==> src/rtl/divr_pkg.sv <==
package divr_pkg;

  // Operation select codes; bit 1 selects the short signed form.
  typedef enum logic [1:0] {
    DIV_OP_UWIDE  = 2'b00,
    DIV_OP_SWIDE  = 2'b01,
    DIV_OP_SSHORT = 2'b10,
    DIV_OP_SALIAS = 2'b11
  } div_op_e;

  typedef enum logic [1:0] {
    ST_IDLE = 2'b00,
    ST_RUN  = 2'b01,
    ST_FIX  = 2'b10
  } div_state_e;

endpackage

==> src/rtl/divr_rst_sync.sv <==
module divr_rst_sync (
  input  logic clk,
  input  logic rst_n_async,
  output logic rst_n_sync
);

  logic [1:0] sync_q;

  always_ff @(posedge clk or negedge rst_n_async) begin
    if (!rst_n_async) sync_q <= 2'b00;
    else              sync_q <= {sync_q[0], 1'b1};
  end

  assign rst_n_sync = sync_q[1];

endmodule

==> src/rtl/divr_operand_prep.sv <==
// Turns register contents into unsigned magnitudes plus sign bookkeeping.
module divr_operand_prep
  import divr_pkg::*;
#(
  parameter  int DATA_W = 16,
  localparam int WIDE_W = 2 * DATA_W,
  localparam int CNT_W  = $clog2(WIDE_W + 1)
) (
  input  logic [1:0]        op,
  input  logic [DATA_W-1:0] y_in,
  input  logic [DATA_W-1:0] d_in,
  input  logic [DATA_W-1:0] x_in,
  output logic [WIDE_W-1:0] dvd_mag,
  output logic [DATA_W-1:0] dvs_mag,
  output logic [CNT_W-1:0]  iter_cnt,
  output logic              quo_neg,
  output logic              rem_neg,
  output logic              is_signed,
  output logic              is_short,
  output logic              dvs_zero
);

  logic [WIDE_W-1:0] wide_raw;
  logic [WIDE_W-1:0] wide_abs;
  logic [DATA_W-1:0] short_abs;
  logic              dvd_neg;
  logic              dvs_neg;

  always_comb begin
    is_short  = op[1];
    is_signed = (op != DIV_OP_UWIDE);
    wide_raw  = {y_in, d_in};
    // dividend sign comes from the top bit of the active dividend.
    dvd_neg   = is_signed & (is_short ? d_in[DATA_W-1] : y_in[DATA_W-1]);
    dvs_neg   = is_signed & x_in[DATA_W-1];
    wide_abs  = dvd_neg ? -wide_raw : wide_raw;
    short_abs = dvd_neg ? -d_in : d_in;
    // Short form: dividend sits in the upper half so DATA_W shifts finish it.
    dvd_mag   = is_short ? {short_abs, {DATA_W{1'b0}}} : wide_abs;
    dvs_mag   = dvs_neg ? -x_in : x_in;
    quo_neg   = dvd_neg ^ dvs_neg;
    rem_neg   = dvd_neg;
    iter_cnt  = is_short ? CNT_W'(DATA_W) : CNT_W'(WIDE_W);
    dvs_zero  = (x_in == '0);
  end

endmodule

==> src/rtl/divr_iter_core.sv <==
// Unsigned restoring divider, one quotient bit per enabled cycle.
module divr_iter_core #(
  parameter  int DATA_W = 16,
  localparam int WIDE_W = 2 * DATA_W,
  localparam int CNT_W  = $clog2(WIDE_W + 1)
) (
  input  logic              clk,
  input  logic              rst_n,
  input  logic              load,
  input  logic [WIDE_W-1:0] dvd_in,
  input  logic [DATA_W-1:0] dvs_in,
  input  logic [CNT_W-1:0]  cnt_in,
  output logic [WIDE_W-1:0] quo_mag,
  output logic [DATA_W-1:0] rem_mag,
  output logic              last
);

  logic [WIDE_W-1:0] acc_q, acc_d;
  logic [DATA_W-1:0] rem_q, rem_d;
  logic [DATA_W-1:0] dvs_q, dvs_d;
  logic [CNT_W-1:0]  cnt_q, cnt_d;
  logic              core_ce;

  logic [DATA_W:0]   part;
  logic [DATA_W:0]   dvs_ext;
  logic [DATA_W:0]   diff;
  logic              fits;

  always_comb begin
    part    = {rem_q, acc_q[WIDE_W-1]};
    dvs_ext = {1'b0, dvs_q};
    fits    = (part >= dvs_ext);
    diff    = part - dvs_ext;
    core_ce = load | (cnt_q != '0);
    if (load) begin
      acc_d = dvd_in;
      rem_d = '0;
      dvs_d = dvs_in;
      cnt_d = cnt_in;
    end else begin
      acc_d = {acc_q[WIDE_W-2:0], fits};
      rem_d = fits ? diff[DATA_W-1:0] : part[DATA_W-1:0];
      dvs_d = dvs_q;
      cnt_d = cnt_q - CNT_W'(1);
    end
  end

  always_ff @(posedge clk or negedge rst_n) begin
    if (!rst_n) begin
      acc_q <= '0;
      rem_q <= '0;
      dvs_q <= '0;
      cnt_q <= '0;
    end else if (core_ce) begin
      acc_q <= acc_d;
      rem_q <= rem_d;
      dvs_q <= dvs_d;
      cnt_q <= cnt_d;
    end
  end

  assign quo_mag = acc_q;
  assign rem_mag = rem_q;
  assign last    = (cnt_q == CNT_W'(1));

endmodule

==> src/rtl/divr_result_fix.sv <==
// Applies signs to the magnitudes and derives the condition flags.
module divr_result_fix #(
  parameter  int DATA_W = 16,
  localparam int WIDE_W = 2 * DATA_W
) (
  input  logic [WIDE_W-1:0] quo_mag,
  input  logic [DATA_W-1:0] rem_mag,
  input  logic              quo_neg,
  input  logic              rem_neg,
  input  logic              is_signed,
  input  logic              dvs_zero,
  output logic [DATA_W-1:0] quo_val,
  output logic [DATA_W-1:0] rem_val,
  output logic              n_flag,
  output logic              z_flag,
  output logic              v_flag,
  output logic              c_flag
);

  localparam logic [WIDE_W-1:0] HALF_LIM =
    {{(WIDE_W - DATA_W){1'b0}}, 1'b1, {(DATA_W - 1){1'b0}}};

  logic [WIDE_W-1:0] q_full;
  logic              hi_nz;

  always_comb begin
    q_full  = quo_neg ? -quo_mag : quo_mag;
    quo_val = q_full[DATA_W-1:0];
    rem_val = rem_neg ? -rem_mag : rem_mag;
    hi_nz   = |quo_mag[WIDE_W-1:DATA_W];
    z_flag  = (quo_mag == '0);                 // full-width zero test
    n_flag  = q_full[DATA_W-1];
    if (!is_signed) v_flag = hi_nz;
    else if (quo_neg) v_flag = (quo_mag > HALF_LIM);
    else v_flag = (quo_mag >= HALF_LIM);
    c_flag  = dvs_zero;
  end

endmodule

==> src/rtl/divr_unit.sv <==
module divr_unit
  import divr_pkg::*;
#(
  parameter  int DATA_W = 16,
  localparam int WIDE_W = 2 * DATA_W,
  localparam int CNT_W  = $clog2(WIDE_W + 1)
) (
  input  logic              clk,
  input  logic              rst_n,
  input  logic              start,
  input  logic [1:0]        op,
  input  logic [DATA_W-1:0] y_in,
  input  logic [DATA_W-1:0] d_in,
  input  logic [DATA_W-1:0] x_in,
  output logic              done,
  output logic              quo_dst_y,
  output logic [DATA_W-1:0] quo_val,
  output logic [DATA_W-1:0] rem_val,
  output logic              quo_we,
  output logic              rem_we,
  output logic              nzv_we,
  output logic              c_we,
  output logic              flag_n,
  output logic              flag_z,
  output logic              flag_v,
  output logic              flag_c
);

  logic rst_sync_n;

  divr_rst_sync u_rst_sync (
    .clk         (clk),
    .rst_n_async (rst_n),
    .rst_n_sync  (rst_sync_n)
  );

  // Operand preparation
  logic [WIDE_W-1:0] prep_dvd;
  logic [DATA_W-1:0] prep_dvs;
  logic [CNT_W-1:0]  prep_cnt;
  logic              prep_qneg, prep_rneg, prep_signed, prep_short, prep_zero;

  divr_operand_prep #(.DATA_W(DATA_W)) u_prep (
    .op        (op),
    .y_in      (y_in),
    .d_in      (d_in),
    .x_in      (x_in),
    .dvd_mag   (prep_dvd),
    .dvs_mag   (prep_dvs),
    .iter_cnt  (prep_cnt),
    .quo_neg   (prep_qneg),
    .rem_neg   (prep_rneg),
    .is_signed (prep_signed),
    .is_short  (prep_short),
    .dvs_zero  (prep_zero)
  );

  // Control
  div_state_e state_q, state_d;
  logic       accept;
  logic       fix_now;
  logic       core_last;
  logic       unit_idle;

  assign unit_idle = (state_q == ST_IDLE);
  assign accept    = start & unit_idle;       // start ignored unless idle
  assign fix_now   = (state_q == ST_FIX);

  always_comb begin
    state_d = state_q;
    unique case (state_q)
      ST_IDLE: if (accept) state_d = ST_RUN;
      ST_RUN:  if (core_last) state_d = ST_FIX;
      ST_FIX:  state_d = ST_IDLE;
      default: state_d = ST_IDLE;
    endcase
  end

  always_ff @(posedge clk or negedge rst_sync_n) begin
    if (!rst_sync_n) state_q <= ST_IDLE;
    else             state_q <= state_d;
  end

  // Per-operation context, captured on accept
  logic qneg_q, rneg_q, signed_q, short_q, zero_q;

  always_ff @(posedge clk or negedge rst_sync_n) begin
    if (!rst_sync_n) begin
      qneg_q   <= 1'b0;
      rneg_q   <= 1'b0;
      signed_q <= 1'b0;
      short_q  <= 1'b0;
      zero_q   <= 1'b0;
    end else if (accept) begin
      qneg_q   <= prep_qneg;
      rneg_q   <= prep_rneg;
      signed_q <= prep_signed;
      short_q  <= prep_short;
      zero_q   <= prep_zero;
    end
  end

  // Iteration core
  logic [WIDE_W-1:0] core_quo;
  logic [DATA_W-1:0] core_rem;

  divr_iter_core #(.DATA_W(DATA_W)) u_core (
    .clk     (clk),
    .rst_n   (rst_sync_n),
    .load    (accept),
    .dvd_in  (prep_dvd),
    .dvs_in  (prep_dvs),
    .cnt_in  (prep_cnt),
    .quo_mag (core_quo),
    .rem_mag (core_rem),
    .last    (core_last)
  );

  // Sign correction and flags
  logic [DATA_W-1:0] fix_quo, fix_rem;
  logic              fix_n, fix_z, fix_v, fix_c;

  divr_result_fix #(.DATA_W(DATA_W)) u_fix (
    .quo_mag   (core_quo),
    .rem_mag   (core_rem),
    .quo_neg   (qneg_q),
    .rem_neg   (rneg_q),
    .is_signed (signed_q),
    .dvs_zero  (zero_q),
    .quo_val   (fix_quo),
    .rem_val   (fix_rem),
    .n_flag    (fix_n),
    .z_flag    (fix_z),
    .v_flag    (fix_v),
    .c_flag    (fix_c)
  );

  // Result registers, loaded in the fix-up cycle
  always_ff @(posedge clk or negedge rst_sync_n) begin
    if (!rst_sync_n) begin
      quo_val   <= '0;
      rem_val   <= '0;
      quo_dst_y <= 1'b0;
      flag_n    <= 1'b0;
      flag_z    <= 1'b0;
      flag_v    <= 1'b0;
      flag_c    <= 1'b0;
    end else if (fix_now) begin
      quo_val   <= fix_quo;
      rem_val   <= fix_rem;
      quo_dst_y <= ~short_q;                  // routing
      flag_n    <= fix_n;
      flag_z    <= fix_z;
      flag_v    <= fix_v;
      flag_c    <= fix_c;
    end
  end

  // Strobes, one cycle wide
  always_ff @(posedge clk or negedge rst_sync_n) begin
    if (!rst_sync_n) begin
      done   <= 1'b0;
      quo_we <= 1'b0;
      rem_we <= 1'b0;
      nzv_we <= 1'b0;
      c_we   <= 1'b0;
    end else begin
      done   <= fix_now;
      quo_we <= fix_now & ~zero_q;
      rem_we <= fix_now & ~zero_q;
      nzv_we <= fix_now & ~zero_q;
      c_we   <= fix_now;
    end
  end

endmodule

==> config.mk <==
export PLATFORM = sky130hd
export DESIGN_NAME = divr_unit
export DESIGN_NICKNAME = d
export VERILOG_FILES = /design/src/rtl/divr_pkg.sv /design/src/rtl/divr_rst_sync.sv /design/src/rtl/divr_operand_prep.sv /design/src/rtl/divr_iter_core.sv /design/src/rtl/divr_result_fix.sv /design/src/rtl/divr_unit.sv
export SDC_FILE = /design/constraint.sdc
export NUM_CORES = 1
export LEC_CHECK = 0
export BUFFER_PORTS_ARGS = -buffer_cell sky130_fd_sc_hd__buf_2
export CAP_MARGIN = 5
export CORE_UTILIZATION = 25
export CTS_CLUSTER_SIZE = 25
export DETAILED_ROUTE_END_ITERATION = 10
export GPL_TIMING_DRIVEN = 0
export SYNTH_ARGS = -nofsm -noshare
export SYNTH_HDL_FRONTEND = slang
export SYNTH_SLANG_ARGS = --single-unit
==> constraint.sdc <==
create_clock -name clk -period 3.55 [get_ports clk]
set_input_delay 0.71 -clock clk [delete_from_list [all_inputs] [get_ports clk]]
set_output_delay 0.71 -clock clk [all_outputs]
set_load 0.005 [all_outputs]
* Yosys cells after proc, flatten, opt, wreduce, memory -nomap -nowiden
Cells that the tools add are included.
Cells by class: equal/unequal tests 5, mux-type cells 17, reduce and logical (&&, ||, !) cells 8, bitwise gates (word level) 8, divide/modulo/power cells 0, $lt $le $gt $ge 3, add/subtract/negate cells 7, shift operators 0, multiply operators 0
Operators by type and width (number):
- two-way mux 16 bit | 6
- two-way mux 32 bit | 3
- negation 16 bit | 4
- greater-or-equal comparator 32 x 16 -> 1 bit, second input constant | 1
- > comparator 32 x 16 -> 1 bit, second input constant | 1
- logical NOT 32 bit | 1
- negation 32 bit | 1
- greater-or-equal comparator 17 x 16 -> 1 bit | 1
- logical NOT 16 bit | 1
- OR reduction 16 bit | 1
- subtractor 16 bit | 1
- two-way mux 6 bit | 2
- == test 6 x 1 -> 1 bit, second input constant | 1
- nonzero test 6 bit | 1
- subtractor 6 x 1 -> 6 bit, second input constant | 1
- bitwise AND 1 bit | 4
- two-way mux 2 bit | 2
- one-hot mux 2 bit (2 select lines) | 1
- AND reduction 2 bit | 2
- two-way mux 1 bit | 3
- == test 2 x 1 -> 1 bit, second input constant | 1
- == test 2 bit, second input constant | 1
- logical NOT 2 bit | 1
- inequality test 2 x 1 -> 1 bit, second input constant | 1
- 5 further kinds | 6
Storage, ports and cells: input port bits 53, register bits after elaboration 118, logic and storage cells 68, output and inout bits 42, RAM bits 0, bits in read-only memories 0, memories 0, latch bits 0

* Longest topological paths before layout
depth after elaboration 5, mapped depth 11, mapped depth without buffers 11

* Hierarchy
From an unflattened synthesis, not the netlist that was laid out.
Second synthesis, totals: cell total of the unflattened synthesis 904, area total of the unflattened synthesis 8280.4 sq um
By module, submodules not included:
- divr_iter_core | area an instance 4192.8 sq um, times used 1, cells each 467, seq. area each 1751.7 sq um
- divr_unit | area an instance 1764.2 sq um, times used 1, cells each 103, seq. area each 1151.1 sq um
- divr_operand_prep | area an instance 1580.3 sq um, times used 1, cells each 232, seq. area each 0.0 sq um
- divr_result_fix | area an instance 689.4 sq um, times used 1, cells each 99, seq. area each 0.0 sq um
- divr_rst_sync | area an instance 53.8 sq um, times used 1, cells each 3, seq. area each 50.0 sq um

* Least setup slack after synthesis
Ideal clock, no wire load.
path type reg2reg, start point register u_core.rem_q[2] (netlist: u_core.rem_mag[2]), end point register u_core.rem_q[2] (netlist: u_core.rem_mag[2]), arrival 2.417 ns, setup slack 0.995 ns, required time 3.412 ns, stages on the path, launching flop included 11, path through dfrtp_1 ha_1 a21o_1 or3b_4 o21ai_4 a211oi_4 or2_1 buf_6 buf_6 o211ai_1 a21oi_1
On the way: longest elaborated chain between the ends 3
RTL lines:
- start: declaration | RTL line divr_iter_core.sv:19 | logic [DATA_W-1:0] rem_q, rem_d;
- start signal: assignment | RTL line divr_iter_core.sv:56 | rem_q <= rem_d;
- greater-or-equal comparator 17 x 16 -> 1 bit | RTL line divr_iter_core.sv:32 | fits = (part >= dvs_ext);
- two-way mux 16 bit | RTL line divr_iter_core.sv:42 | rem_d = fits ? diff[DATA_W-1:0] : part[DATA_W-1:0];
- two-way mux 16 bit | RTL line divr_iter_core.sv:35 | if (load) begin
No other way between the ends. A chain may end at the register's enable or synchronous reset.

* Final worst setup path
start point register u_core.rem_q[11] (netlist: u_core.rem_mag[11]), end point register u_core.rem_q[13] (netlist: u_core.rem_mag[13])
On the way: longest elaborated chain between the ends 3, elaborated cells between the ends (all ways) 4, those cells by class add/sub: 1; order compare: 1; mux: 2
RTL lines (RTL line):
- subtractor 16 bit / greater-or-equal comparator 17 x 16 -> 1 bit (equally long branches) | divr_iter_core.sv:33, divr_iter_core.sv:32
- two-way mux 16 bit * | divr_iter_core.sv:42
- two-way mux 16 bit * | divr_iter_core.sv:35
Mark *: on every way between the ends. The rest lies on a longest branch, timed or not.

==> impl_results.md <==
* Status: complete, no violations
* Synthesis warning total at 0
* Initial drt markers at 506
* Final nets at 1062
* Commonest non-fill, non-tap cell in the layout: nand2_1
* Pleak at 4.05 nW
* Post-Route WL at 22.1 mm
* Share of cells above drive strength 1 at 13.7%
* Non-Filler Instances at 1389
* WL per Instance at 15.9 um
* # setup viols final at 0
* Initial antenna violation count at 3
* Sink Count at 117
* Ports at 95
* Type of the tightest min-delay check: in2async
* Cell Area, Synth at 7510 um^2
* Post-CTS resize count at 0
* CP Max Fanout at 10
* Worst skew pair latency at 0.42 ns
* Number of cells produced by synthesis at 875
* Most used DFF post-synth: dfrtp_1
* Die width at 175 um
* Clk_skew at 0.0144 ns
* RSZ-0062 raised after global routing: no
* Row count at 63
* Syn Area/Cell at 8.58 um^2
* Global-route wire length before repair at 35.6 mm
* CP Data Required Time at 3.83 ns
* Worst vdd ir at 0.379 mV
* Starting Density at 25.4%
* Die Area at 30700 um^2
* Setup slack after layout at 0.585 ns
* CP Cell Sequence: ha_1, clkbuf_1, o21a_1, o21ai_0, o211ai_1, or2_1, buf_6, buf_6, mux2i_1, a21oi_1
* Antenna Violating Nets Remaining at 0
* Kind of critical path: reg2reg
* EDFF count, synth at 0
* DRT Pass-1 Iters at 5
* Global Route Usage Sum at 14.7%
* CP dominant cell by count: buf_6
* MaxCap Viol Count at 0
* DP Worst Slack at 0.548 ns
* Crit-path slowest cell: o211ai_1
* Largest net degree at the start of global routing at 62
* Core area at 29600 um^2
* Post-synth ARST share at 100%
* CTS clock-pin slew for the worst setup and hold paths at 0.05 ns
* Maximum clock path buffer count at 2
* Clk root buf: clkbuf_16
* RD Place Congestion at 0.840
* Final hold violations at 0
* Die Y at 175 um
* Vias/cell at 4.86
* Number of global-route vias before repair at 6530
* Final Cycle Share at 83.5%
* Residual DRC at 0
* Hold-fix buffers at CTS at 0
* CTS buffer count at 17
* Fmax at 337 MHz
* Crit path launch type: flop
* Most frequent cells in the layout: 120 x nand2_1, 116 x dfrtp_1, 103 x o21ai_0
* GRT Residual Overflow at 0
* DPL Wire Length at 17.3 mm
* Synth-to-layout area growth at 20.8%
* Worst-Margin Slew at 0.879 ns
* IO buf count at 91
* H-tree depth at 4
* Setup bufs post-CTS at 0
* Register area share after synthesis at 39.0%
* Cell area power density at 911 nW/um^2
* CTS tree: yes
* Via count at 6750
* Max Slew Vio Count at 0
* Net Count, Synth at 951
* Rel. slew slack at 40.9%
* CP Capture Type: flop
* Arrival time of the worst setup path at 3.24 ns
* Dpl cells at 1357
* Fill count at 3131
* Diodes inserted at 0
* Worst path max stage delay at 0.62 ns
* #FFs+latches synth at 117
* Post-route minimum period at 2.97 ns
* Synth cell types at 63
==> cell families after synthesis <==
kind of cell / Yosys count / share of synthesized area [%]
and+or+nand+nor: 272 / 16.9
AOI/OAI and AO/OA: 257 / 20.7
DFF: 117 / 39.0
xor gates and xnor gates: 85 / 9.91
buffers and inverters: 83 / 4.55
muxes: 37 / 4.97
adders and majority gates: 23 / 3.93
other: 1 / 0.0499
==> final timing paths <==
| check | from | slack (ns) | cells after the start | endpoint |
|---|---|---|---|---|
| setup / recovery | u_core.rem_mag[11] | 0.58 | 10 | u_core.rem_mag[13] |
| hold / removal | rst_n | 0.07 | 1 | u_rst_sync.sync_q[1] |
| setup reg to reg | u_core.rem_mag[11] | 0.58 | 10 | u_core.rem_mag[13] |
| hold reg to reg | u_rst_sync.sync_q[0] | 0.35 | 0 | u_rst_sync.sync_q[1] |
| max in group asynchronous | u_rst_sync.sync_q[1] | 2.41 | 1 | u_core.dvs_q[12] |
| min in group clk | u_rst_sync.sync_q[0] | 0.35 | 0 | u_rst_sync.sync_q[1] |
==> cells in the mapped netlist, drive strengths merged, types with 3 or more instances <==
library cell,number,area [um^2]
clkbuf,44,165
nor2,57,216
or4,3,22.5
o41ai,7,61.3
a211oi,7,65.1
nor4,15,109
mux2i,35,350
o21a,3,22.5
and3,4,25.0
xnor2,38,333
o22ai,17,106
a21oi,55,279
a31oi,11,68.8
dfrtp,117,2930
buf,7,56.3
nor2b,5,31.3
or3,6,37.5
ha,22,275
and2,4,25.0
inv,32,120
o211ai,10,75.1
a32o,3,30.0
nand2,120,450
nor3,15,75.1
o21ai,106,542
nand3,17,85.1
a21o,7,52.6
nand2b,11,68.8
xor2,47,412
o31ai,15,113
==> critical path, delay by kind of cell (launching register included) <==
kind	cells	cell delay [ns]
AO/OA/AOI/OAI	4	1.01
buffers and inverters	3	0.58
multiplexers	1	0.21
adder cells (fa/ha/maj)	1	0.33
AND/OR/NAND/NOR	1	0.20
flip-flops	1	0.49
==> metal layers <==
layer  global-route usage, %  part of all wire (%)  wire (um)  vias to the layer above
met5                       0                  0.15         34                        -
li1                        -                     -          -                     3333
met2                    22.8                    44       9710                      178
met4                    3.95                   1.2        268                        6
met3                    4.22                   6.1       1350                       26
met1                    20.0                    49      10800                     3207
==> stage by stage <==
stage	power [W]	setup TNS [ns]	util [%]	instance area, um^2	hold slack [ns]
global placement	0.00642	-149.79	28.6	8450	0.334
finish	0.00826	0	30.7	9070	0.0685
detailed placement	0.00652	0	28.7	8480	0.341
floorplan	0.00545	0	-	7510	0.331
global route	0.00894	0	30.7	9070	0.0513
CTS	0.00827	0	30.7	9070	0.0474
==> flip-flops by register name, indices dropped and copies added, names as in the netlist <==
register / flops
u_core.quo_mag: 32
zero_q: 1
u_core.rem_mag: 16
flag_c: 1
quo_val: 16
qneg_q: 1
nzv_we: 1
c_we: 1
u_core.cnt_q: 6
u_rst_sync.sync_q: 2
rem_val: 16
flag_z: 1
rneg_q: 1
state_q: 2
short_q: 1
signed_q: 1
flag_v: 1
u_core.dvs_q: 16
quo_dst_y: 1
==> final cells by class <==
class,instances,area (um^2),area share (%)
clock buffer,24,492,5.42
multi-input combinational,675,4240,46.7
clock inverter,8,97.6,1.08
sequential,117,2930,32.3
buffer,51,221,2.44
tap,390,488,5.38
inverter,32,120,1.32
timing repair buffer,92,483,5.32
==> power by group <==
group          internal (W)  total, W  switching [W]
Clock               0.00110   0.00172       0.000613
Combinational       0.00179   0.00409        0.00230
Sequential          0.00188   0.00246       0.000581
Total               0.00477   0.00826        0.00349
Power figures use the tool's default switching activity.
